### src/rtl/nbm_pkg.sv
`timescale 1ns/1ps
package nbm_pkg;
   localparam int NIB_W     = 4;
   localparam int BANK_W    = 2 * NIB_W;
   localparam int NUM_PRG   = 3;
   localparam int NUM_CHR   = 8;
   localparam int PRG_OFS_W = 13;
   localparam int CHR_OFS_W = 10;

   typedef enum logic [1:0] {
      MIR_HORZ  = 2'd0,
      MIR_VERT  = 2'd1,
      MIR_ONE_A = 2'd2,
      MIR_ONE_B = 2'd3
   } mirror_e;

   typedef logic [NUM_PRG-1:0][BANK_W-1:0] prg_banks_t;
   typedef logic [NUM_CHR-1:0][BANK_W-1:0] chr_banks_t;
endpackage

### src/rtl/nbm_nibble_reg.sv
`timescale 1ns/1ps
module nbm_nibble_reg #(
   parameter int NW = 4
) (
   input  logic            clk,
   input  logic            rst_n,
   input  logic            wr_lo,
   input  logic            wr_hi,
   input  logic [NW-1:0]   din,
   output logic [2*NW-1:0] q
);
   always_ff @(posedge clk) begin
      if (!rst_n) begin
         q <= '0;
      end else begin
         if (wr_lo) q[NW-1:0]    <= din;
         if (wr_hi) q[2*NW-1:NW] <= din;
      end
   end
endmodule

### src/rtl/nbm_regfile.sv
`timescale 1ns/1ps
module nbm_regfile
   import nbm_pkg::*;
(
   input  logic        clk,
   input  logic        rst_n,
   input  logic        wr_en,
   input  logic [15:0] addr,
   input  logic [7:0]  wdata,
   output prg_banks_t  prg_bank,
   output chr_banks_t  chr_bank,
   output logic        ram_en,
   output logic        ram_wr,
   output mirror_e     mirror
);
   logic       hit, nib_hi;
   logic [2:0] grp;
   logic       prg_hit, chr_hit, ramctl_hit, mir_hit;
   logic [1:0] prg_idx;
   logic [2:0] grp_rel;
   logic [2:0] chr_idx;
   logic       unused_dec;

   assign hit     = wr_en & addr[15];
   assign nib_hi  = addr[0];
   assign grp     = addr[14:12];
   assign grp_rel = grp - 3'd2;

   always_comb begin
      prg_hit    = 1'b0;
      chr_hit    = 1'b0;
      ramctl_hit = 1'b0;
      mir_hit    = 1'b0;
      prg_idx    = 2'd0;
      chr_idx    = {grp_rel[1:0], addr[1]};
      if (hit) begin
         unique case (grp)
            3'd0: begin
               prg_hit = 1'b1;
               prg_idx = {1'b0, addr[1]};
            end
            3'd1: begin
               if (!addr[1]) begin
                  prg_hit = 1'b1;
                  prg_idx = 2'd2;
               end else if (!addr[0]) begin
                  ramctl_hit = 1'b1;
               end
            end
            3'd2, 3'd3, 3'd4, 3'd5: chr_hit = 1'b1;
            3'd7:    mir_hit = (addr[1:0] == 2'b10);
            default: ;
         endcase
      end
   end

   for (genvar g = 0; g < NUM_PRG; g++) begin : g_prg
      nbm_nibble_reg #(.NW(NIB_W)) u_reg (
         .clk   (clk),
         .rst_n (rst_n),
         .wr_lo (prg_hit && prg_idx == 2'(g) && !nib_hi),
         .wr_hi (prg_hit && prg_idx == 2'(g) &&  nib_hi),
         .din   (wdata[NIB_W-1:0]),
         .q     (prg_bank[g])
      );
   end

   for (genvar g = 0; g < NUM_CHR; g++) begin : g_chr
      nbm_nibble_reg #(.NW(NIB_W)) u_reg (
         .clk   (clk),
         .rst_n (rst_n),
         .wr_lo (chr_hit && chr_idx == 3'(g) && !nib_hi),
         .wr_hi (chr_hit && chr_idx == 3'(g) &&  nib_hi),
         .din   (wdata[NIB_W-1:0]),
         .q     (chr_bank[g])
      );
   end

   always_ff @(posedge clk) begin
      if (!rst_n) begin
         ram_en <= 1'b0;
         ram_wr <= 1'b0;
         mirror <= MIR_HORZ;
      end else begin
         if (ramctl_hit) begin
            ram_en <= wdata[0];
            ram_wr <= wdata[1];
         end
         if (mir_hit) mirror <= mirror_e'(wdata[1:0]);
      end
   end

   assign unused_dec = ^{addr[11:2], wdata[7:4], grp_rel[2]};
endmodule

### src/rtl/nbm_prg_xlate.sv
`timescale 1ns/1ps
module nbm_prg_xlate
   import nbm_pkg::*;
#(
   parameter int PRG_BW   = 5,
   parameter bit HAS_WRAM = 1'b1
) (
   input  logic                        cpu_valid,
   input  logic                        cpu_we,
   input  logic [15:0]                 cpu_addr,
   input  prg_banks_t                  prg_bank,
   input  logic                        ram_en,
   input  logic                        ram_wr,
   output logic [PRG_BW+PRG_OFS_W-1:0] prg_rom_addr,
   output logic                        prg_rom_cs,
   output logic [PRG_OFS_W-1:0]        ram_addr,
   output logic                        ram_cs,
   output logic                        ram_oe,
   output logic                        ram_we
);
   logic [BANK_W-1:0] sel_bank;
   logic              unused_bits;

   always_comb begin
      unique case (cpu_addr[14:13])
         2'd0:    sel_bank = prg_bank[0];
         2'd1:    sel_bank = prg_bank[1];
         2'd2:    sel_bank = prg_bank[2];
         default: sel_bank = '1;
      endcase
   end

   assign prg_rom_addr = {sel_bank[PRG_BW-1:0], cpu_addr[PRG_OFS_W-1:0]};
   assign prg_rom_cs   = cpu_valid & ~cpu_we & cpu_addr[15];
   assign ram_addr     = cpu_addr[PRG_OFS_W-1:0];

   if (HAS_WRAM) begin : g_wram
      logic in_ram;
      assign in_ram = cpu_valid & (cpu_addr[15:13] == 3'b011) & ram_en;
      assign ram_cs = in_ram;
      assign ram_oe = in_ram & ~cpu_we;
      assign ram_we = in_ram & cpu_we & ram_wr;
   end else begin : g_no_wram
      assign ram_cs = 1'b0;
      assign ram_oe = 1'b0;
      assign ram_we = 1'b0;
   end

   assign unused_bits = ^{sel_bank, ram_en, ram_wr};
endmodule

### src/rtl/nbm_chr_xlate.sv
`timescale 1ns/1ps
module nbm_chr_xlate
   import nbm_pkg::*;
#(
   parameter int CHR_BW = 8
) (
   input  logic [13:0]                 ppu_addr,
   input  chr_banks_t                  chr_bank,
   input  mirror_e                     mirror,
   output logic [CHR_BW+CHR_OFS_W-1:0] chr_addr,
   output logic                        chr_cs,
   output logic                        nt_page
);
   logic [BANK_W-1:0] sel_bank;
   logic              unused_bits;

   assign sel_bank = chr_bank[ppu_addr[12:10]];
   assign chr_addr = {sel_bank[CHR_BW-1:0], ppu_addr[CHR_OFS_W-1:0]};
   assign chr_cs   = ~ppu_addr[13];

   always_comb begin
      unique case (mirror)
         MIR_HORZ:  nt_page = ppu_addr[11];
         MIR_VERT:  nt_page = ppu_addr[10];
         MIR_ONE_A: nt_page = 1'b0;
         default:   nt_page = 1'b1;
      endcase
   end

   assign unused_bits = ^sel_bank;
endmodule

### src/rtl/nibble_bank_mapper.sv
`timescale 1ns/1ps
module nibble_bank_mapper
   import nbm_pkg::*;
#(
   parameter int PRG_BANKS = 32,
   parameter int CHR_BANKS = 256,
   parameter bit HAS_WRAM  = 1'b1,
   localparam int PRG_BW   = $clog2(PRG_BANKS),
   localparam int CHR_BW   = $clog2(CHR_BANKS),
   localparam int PRG_AW   = PRG_BW + PRG_OFS_W,
   localparam int CHR_AW   = CHR_BW + CHR_OFS_W
) (
   input  logic                 clk,
   input  logic                 rst_n,
   input  logic                 cpu_valid,
   input  logic                 cpu_we,
   input  logic [15:0]          cpu_addr,
   input  logic [7:0]           cpu_wdata,
   input  logic [13:0]          ppu_addr,
   output logic [PRG_AW-1:0]    prg_rom_addr,
   output logic                 prg_rom_cs,
   output logic [PRG_OFS_W-1:0] ram_addr,
   output logic                 ram_cs,
   output logic                 ram_oe,
   output logic                 ram_we,
   output logic [CHR_AW-1:0]    chr_addr,
   output logic                 chr_cs,
   output logic                 nt_page
);
   if (PRG_BANKS < 2 || PRG_BANKS > 256 || (PRG_BANKS & (PRG_BANKS - 1)) != 0) begin : g_bad_prg
      $error("PRG_BANKS must be a power of two from 2 to 256");
   end
   if (CHR_BANKS < 2 || CHR_BANKS > 256 || (CHR_BANKS & (CHR_BANKS - 1)) != 0) begin : g_bad_chr
      $error("CHR_BANKS must be a power of two from 2 to 256");
   end

   prg_banks_t prg_bank;
   chr_banks_t chr_bank;
   logic       ram_en, ram_wr;
   mirror_e    mirror;

   nbm_regfile u_regs (
      .clk      (clk),
      .rst_n    (rst_n),
      .wr_en    (cpu_valid & cpu_we),
      .addr     (cpu_addr),
      .wdata    (cpu_wdata),
      .prg_bank (prg_bank),
      .chr_bank (chr_bank),
      .ram_en   (ram_en),
      .ram_wr   (ram_wr),
      .mirror   (mirror)
   );

   nbm_prg_xlate #(.PRG_BW(PRG_BW), .HAS_WRAM(HAS_WRAM)) u_prg (
      .cpu_valid    (cpu_valid),
      .cpu_we       (cpu_we),
      .cpu_addr     (cpu_addr),
      .prg_bank     (prg_bank),
      .ram_en       (ram_en),
      .ram_wr       (ram_wr),
      .prg_rom_addr (prg_rom_addr),
      .prg_rom_cs   (prg_rom_cs),
      .ram_addr     (ram_addr),
      .ram_cs       (ram_cs),
      .ram_oe       (ram_oe),
      .ram_we       (ram_we)
   );

   nbm_chr_xlate #(.CHR_BW(CHR_BW)) u_chr (
      .ppu_addr (ppu_addr),
      .chr_bank (chr_bank),
      .mirror   (mirror),
      .chr_addr (chr_addr),
      .chr_cs   (chr_cs),
      .nt_page  (nt_page)
   );
endmodule

### config.mk
export PLATFORM = sky130hd
export DESIGN_NAME = nibble_bank_mapper
export DESIGN_NICKNAME = d
export VERILOG_FILES = /design/src/rtl/nbm_pkg.sv /design/src/rtl/nbm_nibble_reg.sv /design/src/rtl/nbm_regfile.sv /design/src/rtl/nbm_prg_xlate.sv /design/src/rtl/nbm_chr_xlate.sv /design/src/rtl/nibble_bank_mapper.sv
export SDC_FILE = /design/constraint.sdc
export NUM_CORES = 1
export LEC_CHECK = 0
export ABC_CLOCK_PERIOD_IN_PS = 2900
export BUFFER_PORTS_ARGS = -buffer_cell sky130_fd_sc_hd__buf_2
export CORE_ASPECT_RATIO = 1.2
export CORE_MARGIN = 3
export CORE_UTILIZATION = 60
export CTS_CLUSTER_DIAMETER = 200
export DETAILED_ROUTE_END_ITERATION = 6
export MAX_ROUTING_LAYER = met4
export PLACE_DENSITY = 0.89
export SYNTH_ARGS = -nofsm -noshare
export SYNTH_HDL_FRONTEND = slang
export SYNTH_HIERARCHICAL = 1
export SYNTH_SLANG_ARGS = --single-unit
### constraint.sdc
create_clock -name clk -period 2.9 [get_ports clk]
set_input_delay 0.58 -clock clk [delete_from_list [all_inputs] [get_ports clk]]
set_output_delay 0.58 -clock clk [all_outputs]
set_load 0.005 [all_outputs]
==> out/results.txt, run 1 <==
status -> completed
worst-path cell chain -> buf_2 > buf_12 > mux4_1 > mux2_2 > buf_2
Die Y -> 102 um
Post-Syn Area -> 4570 um2
die width -> 85.7 um
Final Non-Filler Cells -> 496
clock power share -> 0.368
Post-CTS Repair Setup Buffers -> 0
CTS Hold Bufs -> 0
r2r setup slk -> 2.23 ns
max_slew headroom -> 0.618
unrepaired setup endpoints after global routing -> false
Worst-Margin Slew -> 0.572 ns
crit-path most repeated cell -> buf_2
CTS Sinks -> 83
largest net degree at the start of global routing -> 60
Max Slew Vio Count -> 0
Peak supply drop -> 0.352 mV
vias in the first global route -> 2857
Reg-to-Reg Start -> u_regs/ram_en$_SDFFE_PN0P_
arrival time of the worst setup path -> 1.87 ns
Int Pwr -> 1580 uW
DIE AREA -> 8700 um2
IO Port Bufs -> 42
post-cts repair resize count -> 0
wire per inst -> 17.2 um
Fmax -> 408 MHz
total wire length -> 8520 um
critical path type -> in2out
total global routing overflow -> 0
CP Max Fanout -> 17
Antenna diodes -> 0
Final Setup Violations -> 0
worst path bufs/invs -> 3
switching share of power -> 0.229
Post-Syn Nets -> 446
clk root buf -> clkbuf_8
area post-placement -> 4400 um2
area delta synth->final -> 0.246%
Reg clk slew, reported paths -> 0.07 ns
Setup crit end -> chr_addr[12]
initial antenna violation count -> 0
Worst Setup SP -> ppu_addr[10]
slowest stage cell, crit path -> mux4_1
Vias/cell -> 5.53
skew final -> 0 ns
Post-Synthesis Cells -> 404
global placer's final weighted congestion -> 0.806
max cap viols -> 0
Routed Antenna Nets -> 0
capturing element type of the critical path -> primary output
Hold Fails Final Rpt -> 0
RR Endpoint -> u_regs/ram_en$_SDFFE_PN0P_
layout net count -> 444
worst endpoint required time -> 2.32 ns
via count -> 2744
stages on the worst setup path -> 5
hpwl dp -> 5950 um
setup_tns -> 0 ns
cell leakage power -> 0.00163 uW
total track usage -> 0.213
HP Class -> reg2reg
Crit path max-delay family -> multiplexers
Synth Area per Inst -> 11.3 um2
Comb pwr share -> 0.075
first-pass GRT wire length -> 13900 um
Detailed Route Iter0 Violations -> 114
placed cell count -> 481
Skew-Pair Late Insertion Delay -> 0.34 ns
Row Count -> 34
CTS tree -> built
I/O Pins -> 97
crit path time final -> 2.45 ns
hold_ws -> 0.473 ns
Setup crit start kind -> input port
Seq pwr share -> 0.557
fin util -> 0.626
Switching Power -> 470 uW
H-Tree Level Count -> 3
Core Area -> 7320 um2
worst reg-to-reg path cell count -> 2
clock buffer depth -> 2
share of layout cells above drive strength 1 -> 0.222
crit-path max cell delay -> 0.59 ns
TritonCTS buffer count -> 9
pwr dens -> 448 nW/um2
fin area -> 4580 um2
Ys Warns -> 6
Initial Utilization -> 0.624
Initial DRT Pass Iterations -> 4
final period utilization -> 0.845
final routed DRC violation total -> 0
final cells by class:
| class | instances | area (um2) |
|---|---|---|
| clock inverter | 2 | 10.0 |
| multi-input combinational | 254 | 2320 |
| timing repair buffer | 52 | 298 |
| sequential | 83 | 1660 |
| tap | 90 | 113 |
| inverter | 2 | 7.51 |
| clock buffer | 13 | 169 |
| fill | 590 | 2740 |
worst min-delay path, stage by stage (launching register included):
cell and delay, ns:
dfxtp_1 0.32, nand2_1 0.05, mux2i_1 0.06
flip-flops by register name, indices dropped and copies added, names as in the netlist:
signal and flops:
u_regs/ram_en 1, u_regs/g_chr.u_reg/q 64, u_regs/ram_wr 1, u_regs/g_prg.u_reg/q 15, u_regs/mirror 2
metal layers:
| layer | track usage | vias up | share of wire |
|---|---|---|---|
| met5 | - | - | 0 |
| met4 | 0.0914 | 0 | 0.029 |
| met3 | 0.0513 | 36 | 0.044 |
| met2 | 0.360 | 59 | 0.49 |
| met1 | 0.240 | 1300 | 0.44 |
| li1 | - | 1349 | - |
power by group through the flow:
| stage | logic, uW | registers, uW | clock network (uW) |
|---|---|---|---|
| 6_report | 153 | 1140 | 755 |
| 4_1_cts | 154 | 1140 | 779 |
| 5_1_grt | 165 | 1140 | 821 |
| 3_3_place_gp | 150 | 1170 | 0 |
| 2_1_floorplan | 124 | 1170 | 0 |
| 3_5_place_dp | 154 | 1170 | 0 |
cell usage in the layout (no fill, tap or decap), types with 2 or more instances in the layout:
| master | count |
|---|---|
| nor2_1 | 15 |
| buf_2 | 42 |
| buf_4 | 9 |
| mux2_2 | 8 |
| clkbuf_8 | 12 |
| nor2b_1 | 81 |
| nand2b_1 | 3 |
| dfxtp_1 | 83 |
| mux4_1 | 16 |
| nand3_1 | 2 |
| nand2_1 | 12 |
| nor2_4 | 2 |
| clkinv_2 | 2 |
| o21ai_0 | 2 |
| mux2i_1 | 88 |
| nor3_1 | 10 |
| a2bb2oi_2 | 5 |
metrics by stage:
stage | power (uW) | worst slack [ns]
after floorplan | 1290 | 0.695
after global placement | 1320 | 0.467
after detailed placement | 1320 | 0.450
after CTS | 2080 | 0.450
after global routing | 2130 | 0.411
final | 2050 | 0.449
how the worst min path moves through the flow:
stage                                  start                             to  slack [ns]  cells after the start
5_1_grt        u_regs/mirror[0]$_SDFFE_PN0P_  u_regs/mirror[0]$_SDFFE_PN0P_        0.49                      2
3_3_place_gp      u_regs/ram_wr$_SDFFE_PN0P_     u_regs/ram_wr$_SDFFE_PN0P_        0.45                      2
6_report       u_regs/mirror[0]$_SDFFE_PN0P_  u_regs/mirror[0]$_SDFFE_PN0P_        0.47                      2
3_5_place_dp   u_regs/mirror[0]$_SDFFE_PN0P_  u_regs/mirror[0]$_SDFFE_PN0P_        0.46                      2
4_1_cts        u_regs/mirror[0]$_SDFFE_PN0P_  u_regs/mirror[0]$_SDFFE_PN0P_        0.48                      2
2_1_floorplan     u_regs/ram_wr$_SDFFE_PN0P_     u_regs/ram_wr$_SDFFE_PN0P_        0.43                      2
(Power assumes the default switching activity.)
==> run 2: changes to the inputs <==
ABC_CLOCK_PERIOD_IN_PS = 2500   (was 2900)
CORE_UTILIZATION = 56   (was 60)
PLACE_DENSITY = 0.84   (was 0.89)
clock period = 2.5 ns   (was 2.9 ns; I/O delays follow)
==> run 2 against run 1 <==
  * Total power is 30% higher
  * Via count grew 1.5%
  * Hold slack gained 0.0047 ns
  * Cell count increased by 1.8%
  * Cell area rose by 2.5%
  * Worst setup slack lost 0.23 ns
  * Clock-buffer cell count decreased by 3
  * Critical endpoint unchanged
  * Largest cell class unchanged
==> out/results.txt, run 2 (synthesis gave the netlist of run 1 again) <==
status -> completed
Final Setup Violations -> 0 (unchanged)
total track usage -> 0.205 (-0.00847)
Post-CTS Repair Setup Buffers -> 0 (unchanged)
final routed DRC violation total -> 0 (unchanged)
capturing element type of the critical path -> primary output
Routed Antenna Nets -> 0 (unchanged)
CTS tree -> built
Worst-Margin Slew -> 0.568 ns (-0.00387 ns)
worst reg-to-reg path cell count -> 2 (unchanged)
Row Count -> 35 (+2.9%)
via count -> 2785 (+1.5%)
hold path depth -> 2 (unchanged)
CTS Hold Bufs -> 0 (unchanged)
Initial Utilization -> 0.586 (-0.0383)
Initial DRT Pass Iterations -> 6 (+2)
crit path time final -> 2.28 ns
cell leakage power -> 0.00168 uW (+2.8%)
critical path type -> in2out
Vias/cell -> 5.51 (-0.31%)
Core Area -> 7790 um2 (+6.5%)
Hold Fails Final Rpt -> 0 (unchanged)
Comb pwr share -> 0.067 (-0.008)
vias in the first global route -> 2880 (+0.81%)
TritonCTS buffer count -> 9 (unchanged)
initial antenna violation count -> 1 (+1)
Skew-Pair Late Insertion Delay -> 0.35 ns (about the same)
setup_tns -> 0 ns (unchanged)
commonest non-fill, non-tap cells in the layout -> mux2i_1 (88), dfxtp_1 (83), nor2b_1 (81), buf_2 (42), mux4_1 (16)
Int Pwr -> 2090 uW (+32%)
hpwl dp -> 6040 um (+1.6%)
first-pass GRT wire length -> 14200 um (+1.8%)
total wire length -> 8740 um (+2.5%)
Reg with most FFs -> u_regs/g_chr.u_reg/q
die width -> 88.5 um (+3.3%)
max cap viols -> 0 (unchanged)
unrepaired setup endpoints after global routing -> false
Peak supply drop -> 0.439 mV (+25%)
max_slew headroom -> 0.620 (+0.00259)
wire per inst -> 17.3 um (+0.68%)
CP Max Fanout -> 17 (unchanged)
I/O Pins -> 97 (unchanged)
IO Port Bufs -> 42 (unchanged)
DIE AREA -> 9280 um2 (+6.7%)
fin util -> 0.602 (-0.0238)
Fmax -> 438 MHz
clock buffer depth -> 2 (unchanged)
max FFs per register -> 64 (unchanged)
Detailed Route Iter0 Violations -> 164 (+44%)
Largest regs -> u_regs/g_chr.u_reg/q x64, u_regs/g_prg.u_reg/q x15, u_regs/mirror x2
Seq pwr share -> 0.495 (-0.062)
final period utilization -> 0.914
most common cell after layout, fill and taps aside -> mux2i_1
Setup crit start kind -> input port
Max Slew Vio Count -> 0 (unchanged)
largest net degree at the start of global routing -> 36 (-40%)
clk root buf -> clkbuf_8
pwr dens -> 570 nW/um2 (+27%)
layout net count -> 449 (+1.1%)
Reg clk slew, reported paths -> 0.08 ns (about the same)
Switching Power -> 585 uW (+24%)
arrival time of the worst setup path -> 1.78 ns (-0.09 ns)
switching share of power -> 0.219 (-0.0107)
Die Y -> 105 um (+3.3%)
post-cts repair resize count -> 0 (unchanged)
area delta synth->final -> 2.74%
skew final -> 0 ns (unchanged)
HP Class -> reg2reg
clock power share -> 0.438 (+0.070)
CTS Sinks -> 83 (unchanged)
H-Tree Level Count -> 3 (unchanged)
hold_ws -> 0.477 ns (+0.00473 ns)
share of layout cells above drive strength 1 -> 0.235 (+0.0138)
worst endpoint required time -> 2.00 ns (-0.32 ns)
global placer's final weighted congestion -> 0.773 (-4.2%)
total global routing overflow -> 0 (unchanged)
## run 2: changes by cell type in the layout (fill, tap and decap cells not counted)
cell        before  now
clkbuf_8        12   10
bufinv_16        0    3
diode_2          0    1
buf_4            9   14
clkinvlp_4       0    3
clkbuf_1         1    0
clkinv_2         2    0
## run 2: stage by stage
step / std cells / total power [uW] / worst slack, ns / area [um2]
finish: 505 / 2680 / 0.215 / 4690
global route: 505 / 2750 / 0.186 / 4690
CTS: 504 / 2690 / 0.211 / 4690
detailed placement: 488 / 1540 / 0.212 / 4440
global placement: 488 / 1530 / 0.224 / 4440
floorplan: 404 / 1500 / 0.455 / 4570
## run 2: cell type report
cell class	count	area, um2
fillers	650	3100
diodes	1	2.50
flip-flops and latches	83	1660
clock inverters	6	113
clock buffers	10	138
well taps	92	115
multi-input cells	254	2320
inverters	2	7.51
repair buffers	57	335
## run 2: path summary, 6_finish.rpt
| kind | startpoint | endpoint | slack, ns |
|---|---|---|---|
| max | ppu_addr[10] | chr_addr[12] | 0.22 |
| min | u_regs/mirror[0]$_SDFFE_PN0P_ | u_regs/mirror[0]$_SDFFE_PN0P_ | 0.48 |
| max reg2reg | u_regs/g_chr[3].u_reg/q[0]$_SDFFE_PN0P_ | u_regs/g_chr[3].u_reg/q[0]$_SDFFE_PN0P_ | 1.84 |
| min reg2reg | u_regs/mirror[0]$_SDFFE_PN0P_ | u_regs/mirror[0]$_SDFFE_PN0P_ | 0.48 |
## run 2: power by group through the flow
stage	clock (uW)	sequential, uW	combinational, uW
2_1_floorplan	0	1360	143
3_3_place_gp	0	1360	176
3_5_place_dp	0	1360	179
4_1_cts	1190	1320	181
5_1_grt	1230	1330	194
6_report	1170	1320	179
## run 2: layer usage
layer  vias to the layer above  track usage  wire length [um]
met5                         -            -                 0
met4                         0        0.117               296
met3                        44       0.0315               433
met2                        56        0.319              4140
met1                      1321        0.249              3860
li1                       1364            -                 -
## run 2: worst max-delay path, cell delays in order
cell	delay, ns
buf_2	0.10
buf_12	0.17
mux4_1	0.59
mux2_2	0.30
buf_2	0.13
